## src/rtl/stage_ctrl_pkg.sv

```systemverilog
package stage_ctrl_pkg;
  typedef struct packed {
    logic       regDst;
    logic [1:0] aluOp;
    logic       aluSrc;
  } exGrp_t;

  typedef struct packed {
    logic branch;
    logic memRead;
    logic memWrite;
  } memGrp_t;

  typedef struct packed {
    logic regWrite;
    logic memToReg;
  } wbGrp_t;

  typedef struct packed {
    exGrp_t  ex;
    memGrp_t mem;
    wbGrp_t  wb;
  } ctlBundle_t;

  typedef struct packed {
    memGrp_t mem;
    wbGrp_t  wb;
  } lateBundle_t;

  // strobes from the control pipe to the destination-index datapath
  typedef struct packed {
    logic pickRd;
  } destCtl_t;
endpackage

```

## src/rtl/ctl_decode.sv

```systemverilog
module ctl_decode
  import stage_ctrl_pkg::*;
#(
  parameter int OPW = 6,
  parameter logic [OPW-1:0] OP_RFMT = 6'h00,
  parameter logic [OPW-1:0] OP_LW   = 6'h23,
  parameter logic [OPW-1:0] OP_SW   = 6'h2B,
  parameter logic [OPW-1:0] OP_BEQ  = 6'h04
) (
  input  logic [OPW-1:0] opcode,
  output ctlBundle_t     bundle
);
  always_comb begin
    bundle = '0;
    if (opcode == OP_RFMT) begin
      bundle.ex = '{regDst: 1'b1, aluOp: 2'b10, aluSrc: 1'b0};
      bundle.wb = '{regWrite: 1'b1, memToReg: 1'b0};
    end else if (opcode == OP_LW) begin
      bundle.ex  = '{regDst: 1'b0, aluOp: 2'b00, aluSrc: 1'b1};
      bundle.mem = '{branch: 1'b0, memRead: 1'b1, memWrite: 1'b0};
      bundle.wb  = '{regWrite: 1'b1, memToReg: 1'b1};
    end else if (opcode == OP_SW) begin
      bundle.ex  = '{regDst: 1'b0, aluOp: 2'b00, aluSrc: 1'b1};
      bundle.mem = '{branch: 1'b0, memRead: 1'b0, memWrite: 1'b1};
    end else if (opcode == OP_BEQ) begin
      bundle.ex  = '{regDst: 1'b0, aluOp: 2'b01, aluSrc: 1'b0};
      bundle.mem = '{branch: 1'b1, memRead: 1'b0, memWrite: 1'b0};
    end
  end
endmodule

```

## src/rtl/ctl_pipe.sv

```systemverilog
module ctl_pipe
  import stage_ctrl_pkg::*;
#(
  parameter int OPW = 6,
  parameter logic [OPW-1:0] OP_RFMT = 6'h00,
  parameter logic [OPW-1:0] OP_LW   = 6'h23,
  parameter logic [OPW-1:0] OP_SW   = 6'h2B,
  parameter logic [OPW-1:0] OP_BEQ  = 6'h04
) (
  input  logic           clk,
  input  logic           rst,
  input  logic [OPW-1:0] idOpcode,
  output exGrp_t         exCtl,
  output memGrp_t        memCtl,
  output wbGrp_t         wbCtl,
  output destCtl_t       destCtl
);
  ctlBundle_t  idBundle;
  ctlBundle_t  idExQ;
  lateBundle_t exMemQ;
  wbGrp_t      memWbQ;

  ctl_decode #(
    .OPW(OPW), .OP_RFMT(OP_RFMT), .OP_LW(OP_LW), .OP_SW(OP_SW), .OP_BEQ(OP_BEQ)
  ) i_decode (
    .opcode(idOpcode),
    .bundle(idBundle)
  );

  always_ff @(posedge clk) begin
    if (rst) begin
      idExQ  <= '0;
      exMemQ <= '0;
      memWbQ <= '0;
    end else begin
      idExQ      <= idBundle;
      exMemQ.mem <= idExQ.mem;   // EX group dropped here
      exMemQ.wb  <= idExQ.wb;
      memWbQ     <= exMemQ.wb;   // MEM group dropped here
    end
  end

  assign exCtl          = idExQ.ex;
  assign memCtl         = exMemQ.mem;
  assign wbCtl          = memWbQ;
  assign destCtl.pickRd = idExQ.ex.regDst;
endmodule

```

## src/rtl/dest_pipe.sv

```systemverilog
module dest_pipe
  import stage_ctrl_pkg::*;
#(
  parameter int REGW = 5
) (
  input  logic            clk,
  input  logic            rst,
  input  logic [REGW-1:0] idRt,
  input  logic [REGW-1:0] idRd,
  input  destCtl_t        destCtl,
  output logic [REGW-1:0] wbDest
);
  logic [REGW-1:0] exRt, exRd, exDest, memDest, wbDestQ;

  assign exDest = destCtl.pickRd ? exRd : exRt;

  always_ff @(posedge clk) begin
    if (rst) begin
      exRt    <= '0;
      exRd    <= '0;
      memDest <= '0;
      wbDestQ <= '0;
    end else begin
      exRt    <= idRt;
      exRd    <= idRd;
      memDest <= exDest;
      wbDestQ <= memDest;
    end
  end

  assign wbDest = wbDestQ;
endmodule

```

## src/rtl/stage_ctrl_top.sv

```systemverilog
module stage_ctrl_top
  import stage_ctrl_pkg::*;
#(
  parameter int OPW  = 6,
  parameter int REGW = 5,
  parameter logic [OPW-1:0] OP_RFMT = 6'h00,
  parameter logic [OPW-1:0] OP_LW   = 6'h23,
  parameter logic [OPW-1:0] OP_SW   = 6'h2B,
  parameter logic [OPW-1:0] OP_BEQ  = 6'h04
) (
  input  logic            clk,
  input  logic            rst,
  input  logic [OPW-1:0]  idOpcode,
  input  logic [REGW-1:0] idRt,
  input  logic [REGW-1:0] idRd,
  output logic            exRegDst,
  output logic [1:0]      exAluOp,
  output logic            exAluSrc,
  output logic            memBranch,
  output logic            memRead,
  output logic            memWrite,
  output logic            wbRegWrite,
  output logic            wbMemToReg,
  output logic [REGW-1:0] wbDestReg
);
  exGrp_t   exCtl;
  memGrp_t  memCtl;
  wbGrp_t   wbCtl;
  destCtl_t destCtl;

  ctl_pipe #(
    .OPW(OPW), .OP_RFMT(OP_RFMT), .OP_LW(OP_LW), .OP_SW(OP_SW), .OP_BEQ(OP_BEQ)
  ) i_ctl (
    .clk(clk), .rst(rst), .idOpcode(idOpcode),
    .exCtl(exCtl), .memCtl(memCtl), .wbCtl(wbCtl), .destCtl(destCtl)
  );

  dest_pipe #(.REGW(REGW)) i_dest (
    .clk(clk), .rst(rst), .idRt(idRt), .idRd(idRd),
    .destCtl(destCtl), .wbDest(wbDestReg)
  );

  assign exRegDst   = exCtl.regDst;
  assign exAluOp    = exCtl.aluOp;
  assign exAluSrc   = exCtl.aluSrc;
  assign memBranch  = memCtl.branch;
  assign memRead    = memCtl.memRead;
  assign memWrite   = memCtl.memWrite;
  assign wbRegWrite = wbCtl.regWrite;
  assign wbMemToReg = wbCtl.memToReg;
endmodule

```

## config.mk

```make
export PLATFORM = sky130hd
export DESIGN_NAME = stage_ctrl_top
export DESIGN_NICKNAME = d
export VERILOG_FILES = /design/src/rtl/stage_ctrl_pkg.sv /design/src/rtl/ctl_decode.sv /design/src/rtl/ctl_pipe.sv /design/src/rtl/dest_pipe.sv /design/src/rtl/stage_ctrl_top.sv
export SDC_FILE = /design/constraint.sdc
export NUM_CORES = 1
export LEC_CHECK = 0
export CORE_UTILIZATION = 35
export CTS_CLUSTER_DIAMETER = 50
export DETAILED_ROUTE_END_ITERATION = 7
export PLACE_DENSITY = 0.75
export SYNTH_ARGS = -nofsm -noshare
export SYNTH_HDL_FRONTEND = slang
export SYNTH_SLANG_ARGS = --single-unit
```

## constraint.sdc

```tcl
create_clock -name clk -period 1.7 [get_ports clk]
set_clock_uncertainty 0.05 [all_clocks]
set_input_delay 0.34 -clock clk [delete_from_list [all_inputs] [get_ports clk]]
set_output_delay 0.34 -clock clk [all_outputs]
set_load 0.005 [all_outputs]
```

==> metrics.md, run 1 <==
| Metric | Value |
|---|---|
| Die Footprint | 2930 um^2 |
| Least-Margin Pin Slew | 0.275 ns |
| Final Cycle Share | 94.6% |
| Largest family of logic cells by synthesized area | simple AND/OR/NAND/NOR gates |
| Residual DRC count | 0 |
| Antenna-violating nets left | 0 |
| Post-synthesis simple-gate area fraction | 23.3% |
| Number of max-cap violations | 0 |
| Bufs and invs on worst path | 1 |
| Max H-tree Level | 2 |
| GRT Overall Usage | 13.5% |
| Fin area | 1360 um^2 |
| Crit start category | flip-flop |
| Hold-fix buffers, CTS | 0 |
| # port buffers | 31 |
| Clock latency on the worst-skew pair | 0.32 ns |
| Commonest non-fill, non-tap cell in the layout | dfxtp_1 |
| Placement Cell Area | 1290 um^2 |
| CTS root buf | clkbuf_4 |
| Largest net degree at the start of global routing | 28 |
| Number of setup violations in the final report | 0 |
| Max-slew headroom | 81.7% |
| Worst Path Required | 1.31 ns |
| Synth Cell Area | 952 um^2 |
| Crit path DAT | 1.22 ns |
| Initial core utilization | 37.7% |
| Largest delay share family, worst path | buffers and inverters |
| Die height | 54.2 um |
| Status | finished clean |
| RePlAce Congestion | 0.649 |
| First-pass GRT wire length | 2570 um |
| Peak supply drop | 0.595 mV |
| Crit path time final | 1.61 ns |
| Initial antenna violation count | 0 |
| #FFs+latches synth | 32 |
| Post-layout util | 53.8% |
| DR WL/cell | 10.6 um |
| Total number of vias | 642 |
| Final wirelength | 1540 um |
| Post-route insts no fill | 145 |
| Gr ovfl total | 0 |
| Static Leak | 0.515 nW |
| Post-DP HPWL | 1120 um |
| DR vias/cell | 4.43 |
| Post-Syn Area per Cell | 11.9 um^2 |
| # Post-CTS Setup Buffers | 0 |
| Unique cell type count in the Yosys netlist | 16 |
| CTS tree | done |
| Nets | 133 |
| Reg clk slew, reported paths | 0.09 ns |
| Syn-to-layout area delta | 42.4% |
| DRT Pass-1 Iters | 4 |
| Clock Tree Buf Depth | 2 |
| Worst hold path class | flip-flop to flip-flop |
| Synth Area in Compound Gates | 0.526% |
| Post-Synth XOR/XNOR Area | 0% |
| Core box area | 2520 um^2 |
| Placed cells | 138 |
| Critical path fanouts, max | 3 |
| # fillers | 243 |
| Inserted Diodes | 0 |
| CTS Buf Count | 5 |
| Final-report max-slew violation count | 0 |
| Synthesized Nets | 98 |
| Seq/Total Area, Yosys | 67.3% |
| Cell Pwr Density | 978 nW/um^2 |
| Post-synthesis adder-cell area fraction | 0% |
| Most frequent cells in the layout | dfxtp_1, clkdlybuf4s50_1, nor2b_1, nor2_1 |
| Yosys warning count | 0 |
| Initial DRC count | 7 |
| CTS Sinks | 32 |
| Post-CTS sizing | 0 |
| Hold Vio Cnt, Final | 0 |
| Mux share of post-synthesis cell area | 5.26% |
| WS Path Type | flip-flop to output port |
| CP endpoint kind | output port |
| Rows | 18 |
| Max stage delay cell, worst path | clkdlybuf4s50_1 |
| I/O Pins | 32 |
| Die W | 54.2 um |
| RSZ-0062 raised after global routing | false |
| CP Cell Sequence | clkdlybuf4s50_1 |
| Layout cells sized above 1 | 10.4% |
| Vias in the first global route | 622 |
| Fmax | 622 MHz |
| Worst path max stage delay | 0.52 ns |
| Hold slack final | 0.393 ns |
| Synthesized instance count | 80 |
metrics by stage:
step	total power, mW	setup TNS (ns)	setup slack (ns)
after global placement	0.879	0	0.0304
after detailed placement	0.884	-0.0410	-0.0410
after CTS	1.34	0	0.0794
after floorplan	0.825	0	0.486
final	1.33	0	0.0912
after global routing	1.39	0	0.0498
Yosys cell counts, drive strengths merged:
master	n	share of area (%)
clkbuf	3	1.3
mux2i	5	5.3
nand4b	1	0.92
buf	3	2.0
or3	1	0.66
a21oi	1	0.53
inv	1	0.39
nor3	1	0.53
or4	1	1.2
nand3	1	0.53
dfxtp	32	67
nor2b	21	14
nor4b	1	2.5
nor2	8	3.2
area by class of cell:
class                           count  area, um^2  area share (%)
Inverter                            1        3.75           0.277
Clock buffer                        7        65.1            4.80
Timing Repair Buffer               34         333            24.5
Multi-Input combinational cell     41         277            20.4
Tap cell                           30        37.5            2.77
Sequential cell                    32         641            47.2
logic make-up (layout without fill, tap and decap cells):
kind of cell    after synthesis  in the layout
flops                        32             32
simple gates                 35             35
buf+inv                       7             42
compound gates                1              1
mux                           5              5
final timing paths:
kind	slack, ns	startpoint	cells after the start	endpoint
min reg2reg	0.39	i_ctl.exMemQ[1]	1	i_ctl.wbCtl[1]
max reg2reg	0.72	i_ctl.exCtl[2]	3	i_dest.memDest[4]
min	0.39	i_ctl.exMemQ[1]	1	i_ctl.wbCtl[1]
max	0.09	i_ctl.exCtl[2]	1	exAluOp[1]
registers in the layout, indices dropped and copies added (netlist names), 4 cells and up:
name            flops
i_dest.exRd         5
i_dest.exRt         5
i_dest.memDest      5
i_dest.wbDest       5
i_ctl.idExQ         4
metal layers:
metal | global-route usage [%] | share of wire, % | up-vias
met5 | 0 | 0 | -
met4 | 8.97 | 3.1 | 0
met3 | 6.78 | 9.1 | 7
met2 | 22.2 | 49 | 37
met1 | 13.3 | 38 | 280
li1 | - | - | 318
report_power, final:
part	leakage (nW)	internal [mW]	switching [mW]	total [mW]
clock network	0.0374	0.234	0.228	0.462
registers	0.262	0.771	0.00529	0.776
logic	0.215	0.0590	0.0295	0.0885
total	0.515	1.06	0.263	1.33
(Power assumes the default switching activity.)
==> inputs of run 2 (changes only) <==
clock period = 2.05 ns   (was 1.7 ns; I/O delays follow)
==> run 2 against run 1 <==
Highest routed layer unchanged. Design area fell by 0.83%. Non-clock buffer count fell by 1. Largest power group unchanged. Setup slack better by 0.30 ns. Sequential share of layout area up 0.40 points.
==> metrics.md, run 2 (synthesized netlist as in run 1, its figures left out) <==
| Metric | Value |
|---|---|
| Number of max-cap violations | 0 (unchanged) |
| Nets | 132 (-0.75%) |
| Reg clk slew, reported paths | 0.10 ns (about the same) |
| Final wirelength | 1420 um (-7.8%) |
| Status | finished clean |
| Largest net degree at the start of global routing | 28 (unchanged) |
| Rows | 18 (unchanged) |
| Total number of vias | 623 (-3.0%) |
| CP endpoint kind | output port |
| Initial antenna violation count | 0 (unchanged) |
| Max stage delay cell, worst path | clkdlybuf4s50_1 |
| Inserted Diodes | 0 (unchanged) |
| Clock latency on the worst-skew pair | 0.32 ns (about the same) |
| CTS tree | done |
| Max H-tree Level | 2 (unchanged) |
| # Post-CTS Setup Buffers | 0 (unchanged) |
| Residual DRC count | 0 (unchanged) |
| Worst hold path class | flip-flop to flip-flop |
| R2R Setup Slk | 1.09 ns (+0.37 ns) |
| CTS Buf Count | 5 (unchanged) |
| Antenna-violating nets left | 0 (unchanged) |
| RSZ-0062 raised after global routing | false |
| CTS root buf | clkbuf_4 |
| Layout cells sized above 1 | 10.4% (unchanged) |
| Post-CTS sizing | 0 (unchanged) |
| Gr ovfl total | 0 (unchanged) |
| # fillers | 249 (+2.5%) |
| CTS Sinks | 32 (unchanged) |
| Final Cycle Share | 80.8% |
| DR vias/cell | 4.30 (-3.0%) |
| GRT Overall Usage | 12.0% (-1.5 points) |
| WS Path Type | flip-flop to output port |
| Cell Pwr Density | 798 nW/um^2 (-18%) |
| Final-report max-slew violation count | 0 (unchanged) |
| Hold-fix buffers, CTS | 0 (unchanged) |
| Least-Margin Pin Slew | 0.264 ns (-0.0108 ns) |
| Bufs and invs on worst path | 1 (unchanged) |
| DRT Pass-1 Iters | 2 (-2) |
| First-pass GRT wire length | 2330 um (-9.4%) |
| Most frequent cells in the layout | dfxtp_1, clkdlybuf4s50_1, nor2b_1, nor2_1 |
| Die Footprint | 2930 um^2 (unchanged) |
| Number of setup violations in the final report | 0 (unchanged) |
| Die height | 54.2 um (unchanged) |
| Commonest non-fill, non-tap cell in the layout | dfxtp_1 |
| Critical path fanouts, max | 3 (unchanged) |
| Post-DP HPWL | 1050 um (-6.0%) |
| Setup TNS | 0 ns (unchanged) |
| Crit path DAT | 1.20 ns (-0.02 ns) |
| CP Cell Sequence | clkdlybuf4s50_1 |
| Core box area | 2520 um^2 (unchanged) |
| Crit path time final | 1.66 ns |
| Die W | 54.2 um (unchanged) |
| Total Power | 1.07 mW (-19%) |
| Clock Tree Buf Depth | 2 (unchanged) |
| Initial core utilization | 37.7% (unchanged) |
| Largest delay share family, worst path | buffers and inverters |
| RePlAce Congestion | 0.646 (-0.49%) |
| Worst Path Required | 1.59 ns (+0.28 ns) |
| Initial DRC count | 5 (-2) |
| # port buffers | 31 (unchanged) |
| Static Leak | 0.511 nW (-0.81%) |
| Crit start category | flip-flop |
| Syn-to-layout area delta | 41.3% |
| Max-slew headroom | 82.4% (+0.72 points) |
| Vias in the first global route | 595 (-4.3%) |
| DR WL/cell | 9.77 um (-7.8%) |
| Fmax | 604 MHz |
| Worst path max stage delay | 0.51 ns (about the same) |
| Peak supply drop | 0.495 mV (-17%) |
| I/O Pins | 32 (unchanged) |
| Hold Vio Cnt, Final | 0 (unchanged) |
[run 2: layout make-up]
| class | count | area, um^2 | share of cell area, % |
|---|---|---|---|
| Sequential cell | 32 | 641 | 47.6 |
| Timing Repair Buffer | 33 | 325 | 24.2 |
| Multi-Input combinational cell | 41 | 277 | 20.6 |
| Clock buffer | 6 | 51.3 | 3.81 |
| Tap cell | 30 | 37.5 | 2.79 |
| Clock inverter | 2 | 10.0 | 0.744 |
| Inverter | 1 | 3.75 | 0.279 |
[run 2: final timing paths]
kind / start / endpoint / cells after the start
worst max-delay path: i_ctl.exCtl[2] / exAluOp[1] / 1
worst min-delay path: i_dest.memDest[0] / i_dest.wbDest[0] / 1
worst max register to register: i_ctl.exCtl[2] / i_dest.memDest[3] / 3
worst min register to register: i_dest.memDest[0] / i_dest.wbDest[0] / 1
[run 2: stage by stage]
stage | hold slack [ns] | worst slack (ns) | util [%] | instance area, um^2 | instances
final | 0.393 | 0.394 | 53.3 | 1350 | 145
after global routing | 0.412 | 0.340 | 53.3 | 1350 | 145
after CTS | 0.397 | 0.371 | 53.3 | 1350 | 145
after detailed placement | 0.378 | 0.258 | 50.9 | 1280 | 137
after global placement | 0.367 | 0.311 | 50.9 | 1280 | 137
after floorplan | 0.364 | 0.766 | - | 952 | 80
[run 2: where the power goes]
group	internal (mW)	switching (mW)	total (mW)
combinational	0.0478	0.0237	0.0715
sequential	0.639	0.00422	0.644
clock	0.163	0.195	0.358
[run 2: routing by layer]
layer  part of all wire (%)  GRT usage (%)  vias to the layer above
li1                       -              -                      320
met4                    2.8           8.97                        0
met3                    6.1           5.08                        4
met2                     50           21.1                       26
met1                     41           10.8                      273
met5                      0              0                        -
